**src/rtl/sd_pkg.sv**
```systemverilog
package sd_pkg;
  typedef enum logic [1:0] {
    S_IDLE  = 2'd0,
    S_ISSUE = 2'd1,
    S_WAIT  = 2'd2,
    S_FIN   = 2'd3
  } dfs_state_e;
endpackage

```
**src/rtl/sd_path_store.sv**
```systemverilog
module sd_path_store #(
  parameter int DEPTH = 16,
  parameter int W     = 6
) (
  input  logic                 clk,
  input  logic                 rst_n,
  input  logic                 clr,
  input  logic                 push,
  input  logic                 pop,
  input  logic [W-1:0]         din,
  output logic [DEPTH*W-1:0]   flat
);
  logic [W-1:0] slot     [DEPTH];
  logic [W-1:0] from_low [DEPTH];
  logic [W-1:0] from_high[DEPTH];

  for (genvar i = 0; i < DEPTH; i++) begin : g_slot
    if (i == 0) begin : g_first
      assign from_low[i] = din;
    end else begin : g_mid
      assign from_low[i] = slot[i-1];
    end
    if (i == DEPTH - 1) begin : g_last
      assign from_high[i] = '0;
    end else begin : g_inner
      assign from_high[i] = slot[i+1];
    end

    always_ff @(posedge clk or negedge rst_n) begin
      if (!rst_n)      slot[i] <= '0;
      else if (clr)    slot[i] <= '0;
      else if (push)   slot[i] <= from_low[i];
      else if (pop)    slot[i] <= from_high[i];
    end
    assign flat[i*W +: W] = slot[i];
  end

  // a step goes one way only
  a_r3_push_pop_excl: assert property (@(posedge clk) disable iff (!rst_n)
    $onehot0({clr, push, pop}));
endmodule

```
**src/rtl/sd_level_mem.sv**
```systemverilog
module sd_level_mem #(
  parameter int DEPTH  = 16,
  parameter int LVL_W  = 4,
  parameter int RANK_W = 7,
  parameter int MET_W  = 16
) (
  input  logic              clk,
  input  logic              rst_n,
  input  logic              init,
  input  logic [LVL_W-1:0]  init_lvl,
  input  logic              bump,
  input  logic [LVL_W-1:0]  bump_lvl,
  input  logic              desc,
  input  logic [LVL_W-1:0]  desc_tgt,
  input  logic [MET_W-1:0]  desc_met,
  input  logic [LVL_W-1:0]  rd_lvl,
  output logic [RANK_W-1:0] rd_rank,
  output logic [MET_W-1:0]  rd_base
);
  logic [RANK_W-1:0] rank_q [DEPTH];
  logic [MET_W-1:0]  base_q [DEPTH];

  for (genvar i = 0; i < DEPTH; i++) begin : g_lvl
    logic hit_init, hit_desc, hit_bump;
    assign hit_init = init && (init_lvl == LVL_W'(i));
    assign hit_desc = desc && (desc_tgt == LVL_W'(i));
    assign hit_bump = bump && (bump_lvl == LVL_W'(i));

    always_ff @(posedge clk or negedge rst_n) begin
      if (!rst_n) begin
        rank_q[i] <= '0;
        base_q[i] <= '0;
      end else if (hit_init || hit_desc) begin
        rank_q[i] <= '0;
        base_q[i] <= hit_init ? '0 : desc_met;
      end else if (hit_bump && rank_q[i] != '1) begin
        rank_q[i] <= rank_q[i] + 1'b1;
      end
    end
  end

  assign rd_rank = rank_q[rd_lvl];
  assign rd_base = base_q[rd_lvl];
endmodule

```
**src/rtl/sphere_dfs_ctrl.sv**
```systemverilog
module sphere_dfs_ctrl #(
  parameter  int MAX_ANT = 16,
  parameter  int SYM_W   = 6,
  parameter  int MET_W   = 16,
  parameter  int RANK_W  = 7,
  localparam int LVL_W   = $clog2(MAX_ANT),
  localparam int CNT_W   = $clog2(MAX_ANT + 1),
  localparam int VEC_W   = MAX_ANT * SYM_W
) (
  input  logic              clk,
  input  logic              rst_n,
  input  logic              start,
  input  logic [CNT_W-1:0]  cfg_ant,
  output logic              req_valid,
  output logic [LVL_W-1:0]  req_level,
  output logic [RANK_W-1:0] req_rank,
  input  logic              rsp_valid,
  input  logic              rsp_avail,
  input  logic [SYM_W-1:0]  rsp_sym,
  input  logic [MET_W-1:0]  rsp_inc,
  output logic              busy,
  output logic              done,
  output logic [VEC_W-1:0]  best_vec,
  output logic [MET_W-1:0]  best_met
);
  import sd_pkg::*;

  function automatic logic [MET_W-1:0] sat_add(input logic [MET_W-1:0] a,
                                               input logic [MET_W-1:0] b);
    logic [MET_W:0] s;
    s = {1'b0, a} + {1'b0, b};
    return s[MET_W] ? '1 : s[MET_W-1:0];
  endfunction

  function automatic logic [LVL_W-1:0] root_of(input logic [CNT_W-1:0] c);
    if (c < CNT_W'(2))             return LVL_W'(1);
    else if (c >= CNT_W'(MAX_ANT)) return LVL_W'(MAX_ANT - 1);
    else                           return LVL_W'(c - CNT_W'(1));
  endfunction

  dfs_state_e        state_q;
  logic [LVL_W-1:0]  lvl_q, root_q;
  logic [MET_W-1:0]  radius_q, best_met_q;
  logic [VEC_W-1:0]  best_vec_q;
  logic [VEC_W-1:0]  path_flat;
  logic [RANK_W-1:0] rd_rank;
  logic [MET_W-1:0]  rd_base, cand_met;

  // named internal events
  logic start_take, rsp_take, cand_ok, leaf_hit, go_down, go_up, finish;
  assign start_take = (state_q == S_IDLE) && start;
  assign rsp_take   = (state_q == S_WAIT) && rsp_valid;
  assign cand_met   = sat_add(rd_base, rsp_inc);
  assign cand_ok    = rsp_take && rsp_avail && (cand_met < radius_q);
  assign leaf_hit   = cand_ok && (lvl_q == '0);
  assign go_down    = cand_ok && (lvl_q != '0);
  assign go_up      = rsp_take && !cand_ok && (lvl_q != root_q);
  assign finish     = rsp_take && !cand_ok && (lvl_q == root_q);

  sd_path_store #(.DEPTH(MAX_ANT), .W(SYM_W)) u_path (
    .clk (clk), .rst_n (rst_n), .clr (start_take),
    .push(go_down), .pop (go_up), .din (rsp_sym), .flat (path_flat)
  );

  sd_level_mem #(.DEPTH(MAX_ANT), .LVL_W(LVL_W), .RANK_W(RANK_W), .MET_W(MET_W)) u_lvl (
    .clk     (clk), .rst_n (rst_n),
    .init    (start_take), .init_lvl (root_of(cfg_ant)),
    .bump    (cand_ok),    .bump_lvl (lvl_q),
    .desc    (go_down),    .desc_tgt (lvl_q - 1'b1), .desc_met (cand_met),
    .rd_lvl  (lvl_q),      .rd_rank  (rd_rank),      .rd_base  (rd_base)
  );

  always_ff @(posedge clk or negedge rst_n) begin
    if (!rst_n) begin
      state_q    <= S_IDLE;
      lvl_q      <= '0;
      root_q     <= LVL_W'(1);
      radius_q   <= '1;
      best_met_q <= '1;
      best_vec_q <= '0;
    end else begin
      case (state_q)
        S_IDLE: if (start) begin
          state_q    <= S_ISSUE;
          root_q     <= root_of(cfg_ant);
          lvl_q      <= root_of(cfg_ant);
          radius_q   <= '1;
          best_met_q <= '1;
          best_vec_q <= '0;
        end
        S_ISSUE: state_q <= S_WAIT;
        S_WAIT: if (rsp_valid) begin
          state_q <= finish ? S_FIN : S_ISSUE;
          if (leaf_hit) begin
            radius_q   <= cand_met;
            best_met_q <= cand_met;
            best_vec_q <= {path_flat[VEC_W-SYM_W-1:0], rsp_sym};
          end
          if (go_down) lvl_q <= lvl_q - 1'b1;
          if (go_up)   lvl_q <= lvl_q + 1'b1;
        end
        default: state_q <= S_IDLE;
      endcase
    end
  end

  assign req_valid = (state_q == S_ISSUE);
  assign req_level = lvl_q;
  assign req_rank  = rd_rank;
  assign busy      = (state_q == S_ISSUE) || (state_q == S_WAIT);
  assign done      = (state_q == S_FIN);
  assign best_vec  = best_vec_q;
  assign best_met  = best_met_q;

  a_r2_req_pulse: assert property (@(posedge clk) disable iff (!rst_n)
    req_valid |=> !req_valid);
  a_r2_level_range: assert property (@(posedge clk) disable iff (!rst_n)
    busy |-> (req_level <= root_q));
  a_r3_descend_rank0: assert property (@(posedge clk) disable iff (!rst_n)
    go_down |=> (req_valid && req_rank == '0));
  a_r4_backtrack_up: assert property (@(posedge clk) disable iff (!rst_n)
    go_up |=> (req_valid && req_level == LVL_W'($past(lvl_q) + 1'b1)));
  a_r5_radius_monotone: assert property (@(posedge clk) disable iff (!rst_n)
    (state_q != S_IDLE) |=> (radius_q <= $past(radius_q)));
  a_r6_no_wrap: assert property (@(posedge clk) disable iff (!rst_n)
    rsp_take |-> (cand_met >= rd_base));
  a_r8_done_pulse: assert property (@(posedge clk) disable iff (!rst_n)
    done |-> (!busy ##1 !done));
endmodule

```
**config.mk**
```make
export PLATFORM = sky130hd
export DESIGN_NAME = sphere_dfs_ctrl
export DESIGN_NICKNAME = d
export VERILOG_FILES = /design/src/rtl/sd_pkg.sv /design/src/rtl/sd_path_store.sv /design/src/rtl/sd_level_mem.sv /design/src/rtl/sphere_dfs_ctrl.sv
export SDC_FILE = /design/constraint.sdc
export NUM_CORES = 1
export LEC_CHECK = 0
export ABC_AREA = 1
export ABC_CLOCK_PERIOD_IN_PS = 18300
export BUFFER_PORTS_ARGS = -buffer_cell sky130_fd_sc_hd__buf_2
export CORE_ASPECT_RATIO = 0.9
export CORE_MARGIN = 8
export CORE_UTILIZATION = 46
export DETAILED_ROUTE_END_ITERATION = 10
export RECOVER_POWER = 25
export SLEW_MARGIN = 20
export SYNTH_ARGS = -nofsm -noshare
export SYNTH_HDL_FRONTEND = slang
export SYNTH_SLANG_ARGS = --single-unit
```
**constraint.sdc**
```tcl
create_clock -name clk -period 18.3 [get_ports clk]
set_clock_uncertainty 0.2 [all_clocks]
set_input_delay 2.745 -clock clk [delete_from_list [all_inputs] [get_ports clk]]
set_output_delay 2.745 -clock clk [all_outputs]
set_load 0.005 [all_outputs]
```
==> results.md <==
- Vias in the first global route: 24.9k
- Total Wirelength: 92.1 mm
- Synth Area in Adders: 2.49%
- Hold Violations, Final: 0
- Commonest non-fill, non-tap cells in the layout: nand2_1, o21ai_0, dfrtp_1
- # DRC: 0
- Final instance area: 33200 um^2
- Overall routing resource usage: 24.7%
- CP bufs+invs: 4
- Detailed placement HPWL: between 60 and 70 mm
- CP max stage cell: clkbuf_1
- Mapped Cells: 3734
- Cts hold-fix bufs: 0
- Post-synthesis xor/xnor area fraction: 1.93%
- Clock Path Buffers: 3
- Failing checks: capacitance limit, slew limit
- RSZ-0062 raised after global routing: no
- Tightest Pin Transition: 6.49 ns
- WP depth: 4
- Outcome: finished, violations left
- Pwr dens: 200 nW/um^2
- Distinct cells, synth: 54
- Initial antenna violation count: 6
- CP arrival: ~11 ns
- Mux share of post-synthesis cell area: 0%
- Global placement routability congestion: 0.842
- Critical Path RT: 18.62 ns
- Fillers: 6279
- Syn-to-layout area delta: 10.7%
- Reg2reg end: u_lvl.rank_q[93]
- CP Capture Type: async pin
- Final ANT Viol Nets: 0
- Critical path fanouts, max: 118
- Drt initial violations: 2624
- First-pass GRT wire length: 146 mm
- Post-CTS Setup Inserts: 0
- Top_reg_cell synth: dfrtp_1
- Area after DPL: 31100 um^2
- Die footprint: 73600 um^2
- Mapped Avg Cell Area: 8.03 um^2
- Worst Hold Class: reg2reg
- Critical Path Start: rst_n
- R2r startpoint: req_level[0]
- Rows: just under 90
- Post-Syn Nets: ~3.8k
- Worst r2r path cells: 32
- Grt ovf: 0
- Layout cells sized above 1: 7.75%
- Largest family of logic cells by synthesized area: compound AO/OA/AOI/OAI gates
- Lkg Pwr: 0.0157 uW
- Via count: 25.9k
- Most common cell after layout, fill and taps aside: nand2_1
- Port Buffers: 157
- Number of max-cap violations: 4
- Largest net degree at the start of global routing: 156
- Crit path time final: ~11 ns
- CTS tree: yes
- Worst-path cell chain: clkbuf_1, clkbuf_1, buf_4, buf_4
- DR WL/cell: 19.7 um
- Setup TNS: 0 ns
- Flops & latches, synth: approximately 590
- Yosys warns: 0
- Register area share after synthesis: 49.0%
- Tcrit/Tclk final: 59.2%
- Post-cts sizing count: 0
- Compound-Gate Fraction of Synth Area: 19.9%
- Core ar.: 64300 um^2
- NumNets Final: about 3.9k
- Clock sinks: 586
- Asr flop ratio synth: 100%
- Reg2reg setup slack: around 8.1 ns
- Max H-tree Level: 3
- CTS clk-pin slew, worst paths: 0.06 ns
- Synthesized area: about 30000 um^2
- Largest stage delay, worst path: 4.43 ns
- Root Driver: clkbuf_16
- Die Span X: 285 um
- Final setup viols: 0
- Max-slew violation count: 306
- Num CTS Buffers: 66
- Initial core utilization: between 40% and 50%
- Crit Path Class: in2async
- Die Ht: 258 um
- Max Fclk: approximately 0.092 GHz
- Number of I/O pins: 158
- Crit start category: input pin
- Crit path max-delay family: buffers and inverters
- Post-synth EDFFs: 0
- Slew headroom: -332%
- Via-to-Cell Ratio: approximately 5.5
- Clk_lat worst skew: around 0.61 ns
- Simple-gate portion of the synthesized area: between 10% and 20%
- VDD IR-drop max: approximately 220 uV
- DR pass1 iterations: 6
- CP Capture Point: req_level[0]
cells by family after synthesis:
logic type | count (synthesis)
AOI/OAI and AO/OA | 1102
xor gates and xnor gates | 66
adders and majority gates | 59
buffers and inverters | 641
DFF | 586
and+or+nand+nor | 1280
metrics by stage:
step           instances  util (%)  hold WS [ns]  power (uW)  worst slack, ns
6_report            4676      51.6         0.272        6650             7.47
5_1_grt             4674      51.6         0.300        7180             5.74
4_1_cts             4674      51.8         0.274        6650             8.23
3_5_place_dp        4557      48.4         0.259        5280             8.27
3_3_place_gp        4556      48.4         0.260        5250             8.02
2_1_floorplan       3734         -         0.242        4180            11.62
Yosys cell counts (11+ instances only):
cell | instances | area share [%]
buf_2 | 61 | 1.0
inv_1 | 410 | 5.1
o21ai_1 | 21 | 0.35
a21oi_1 | 247 | 4.1
dfrtp_1 | 569 | 47
a2111o_1 | 15 | 0.56
a21boi_0 | 30 | 0.75
buf_1 | 14 | 0.18
o21ai_0 | 626 | 10
nand3_1 | 156 | 2.6
nor4_1 | 17 | 0.35
nand3_2 | 11 | 0.37
nand2_1 | 860 | 11
dfstp_2 | 17 | 1.5
clkbuf_1 | 125 | 1.6
buf_4 | 12 | 0.30
xor2_1 | 50 | 1.5
xnor2_1 | 16 | 0.47
o211ai_1 | 21 | 0.53
nand4_1 | 23 | 0.48
o22ai_1 | 122 | 2.5
nor2_1 | 151 | 1.9
nor3_1 | 20 | 0.33
nand3b_1 | 12 | 0.30
ha_1 | 58 | 2.4
layout make-up:
cell class / count / area (um^2) / area share [%]
Sequential cell: 586 / 14700 / 44.2
Multi-Input combinational cell: 2507 / 12800 / 38.5
Clock buffer: 93 / 1870 / 5.64
Inverter: 421 / 1590 / 4.79
Tap cell: 855 / 1070 / 3.22
Timing Repair Buffer: 188 / 921 / 2.77
Clock inverter: 24 / 283 / 0.852
Antenna cell: 2 / 5.00 / 0.0151
registers in the layout, summed over array words and instances, names as in the netlist:
name          cells
state_q           2
req_level         4
u_lvl.base_q    256
root_q            4
u_path.flat      96
best_vec         96
u_lvl.rank_q    112
best_met         16
routing by layer:
layer	GRT usage [%]	up-vias	share of wire [%]
met5	0	-	0.050
met4	8.07	8	3.1
met3	6.09	162	7.7
met2	36.7	820	44
met1	35.2	12454	46
li1	-	12444	-
worst register-to-register path, delay by kind of cell, from the launching register on:
kind | cells | cell delay, ns
adder cells (fa/ha/maj) | 2 | 0.70
AND/OR/NAND/NOR | 11 | 2.86
buffers and inverters | 9 | 3.72
flip-flops | 1 | 0.70
AO/OA/AOI/OAI | 10 | 1.96
worst min path at each step:
| stage | from | end | depth (start not counted) |
|---|---|---|---|
| final | u_lvl.rank_q[12] | u_lvl.rank_q[12] | 2 |
| after global routing | u_lvl.base_q[119] | u_lvl.base_q[119] | 2 |
| after CTS | u_lvl.rank_q[12] | u_lvl.rank_q[12] | 2 |
| after detailed placement | u_lvl.rank_q[12] | u_lvl.rank_q[12] | 2 |
| after global placement | u_lvl.base_q[60] | u_lvl.base_q[60] | 2 |
| after floorplan | u_lvl.rank_q[12] | u_lvl.rank_q[12] | 2 |
power breakdown:
part | leakage (uW) | switching, uW | internal, uW | total (uW)
clock network | 0.00107 | 554 | 788 | 1340
logic | 0.00707 | 2350 | 915 | 3260
registers | 0.00753 | 308 | 1740 | 2050
total | 0.0157 | 3210 | 3450 | 6650
(Power assumes the default switching activity.)
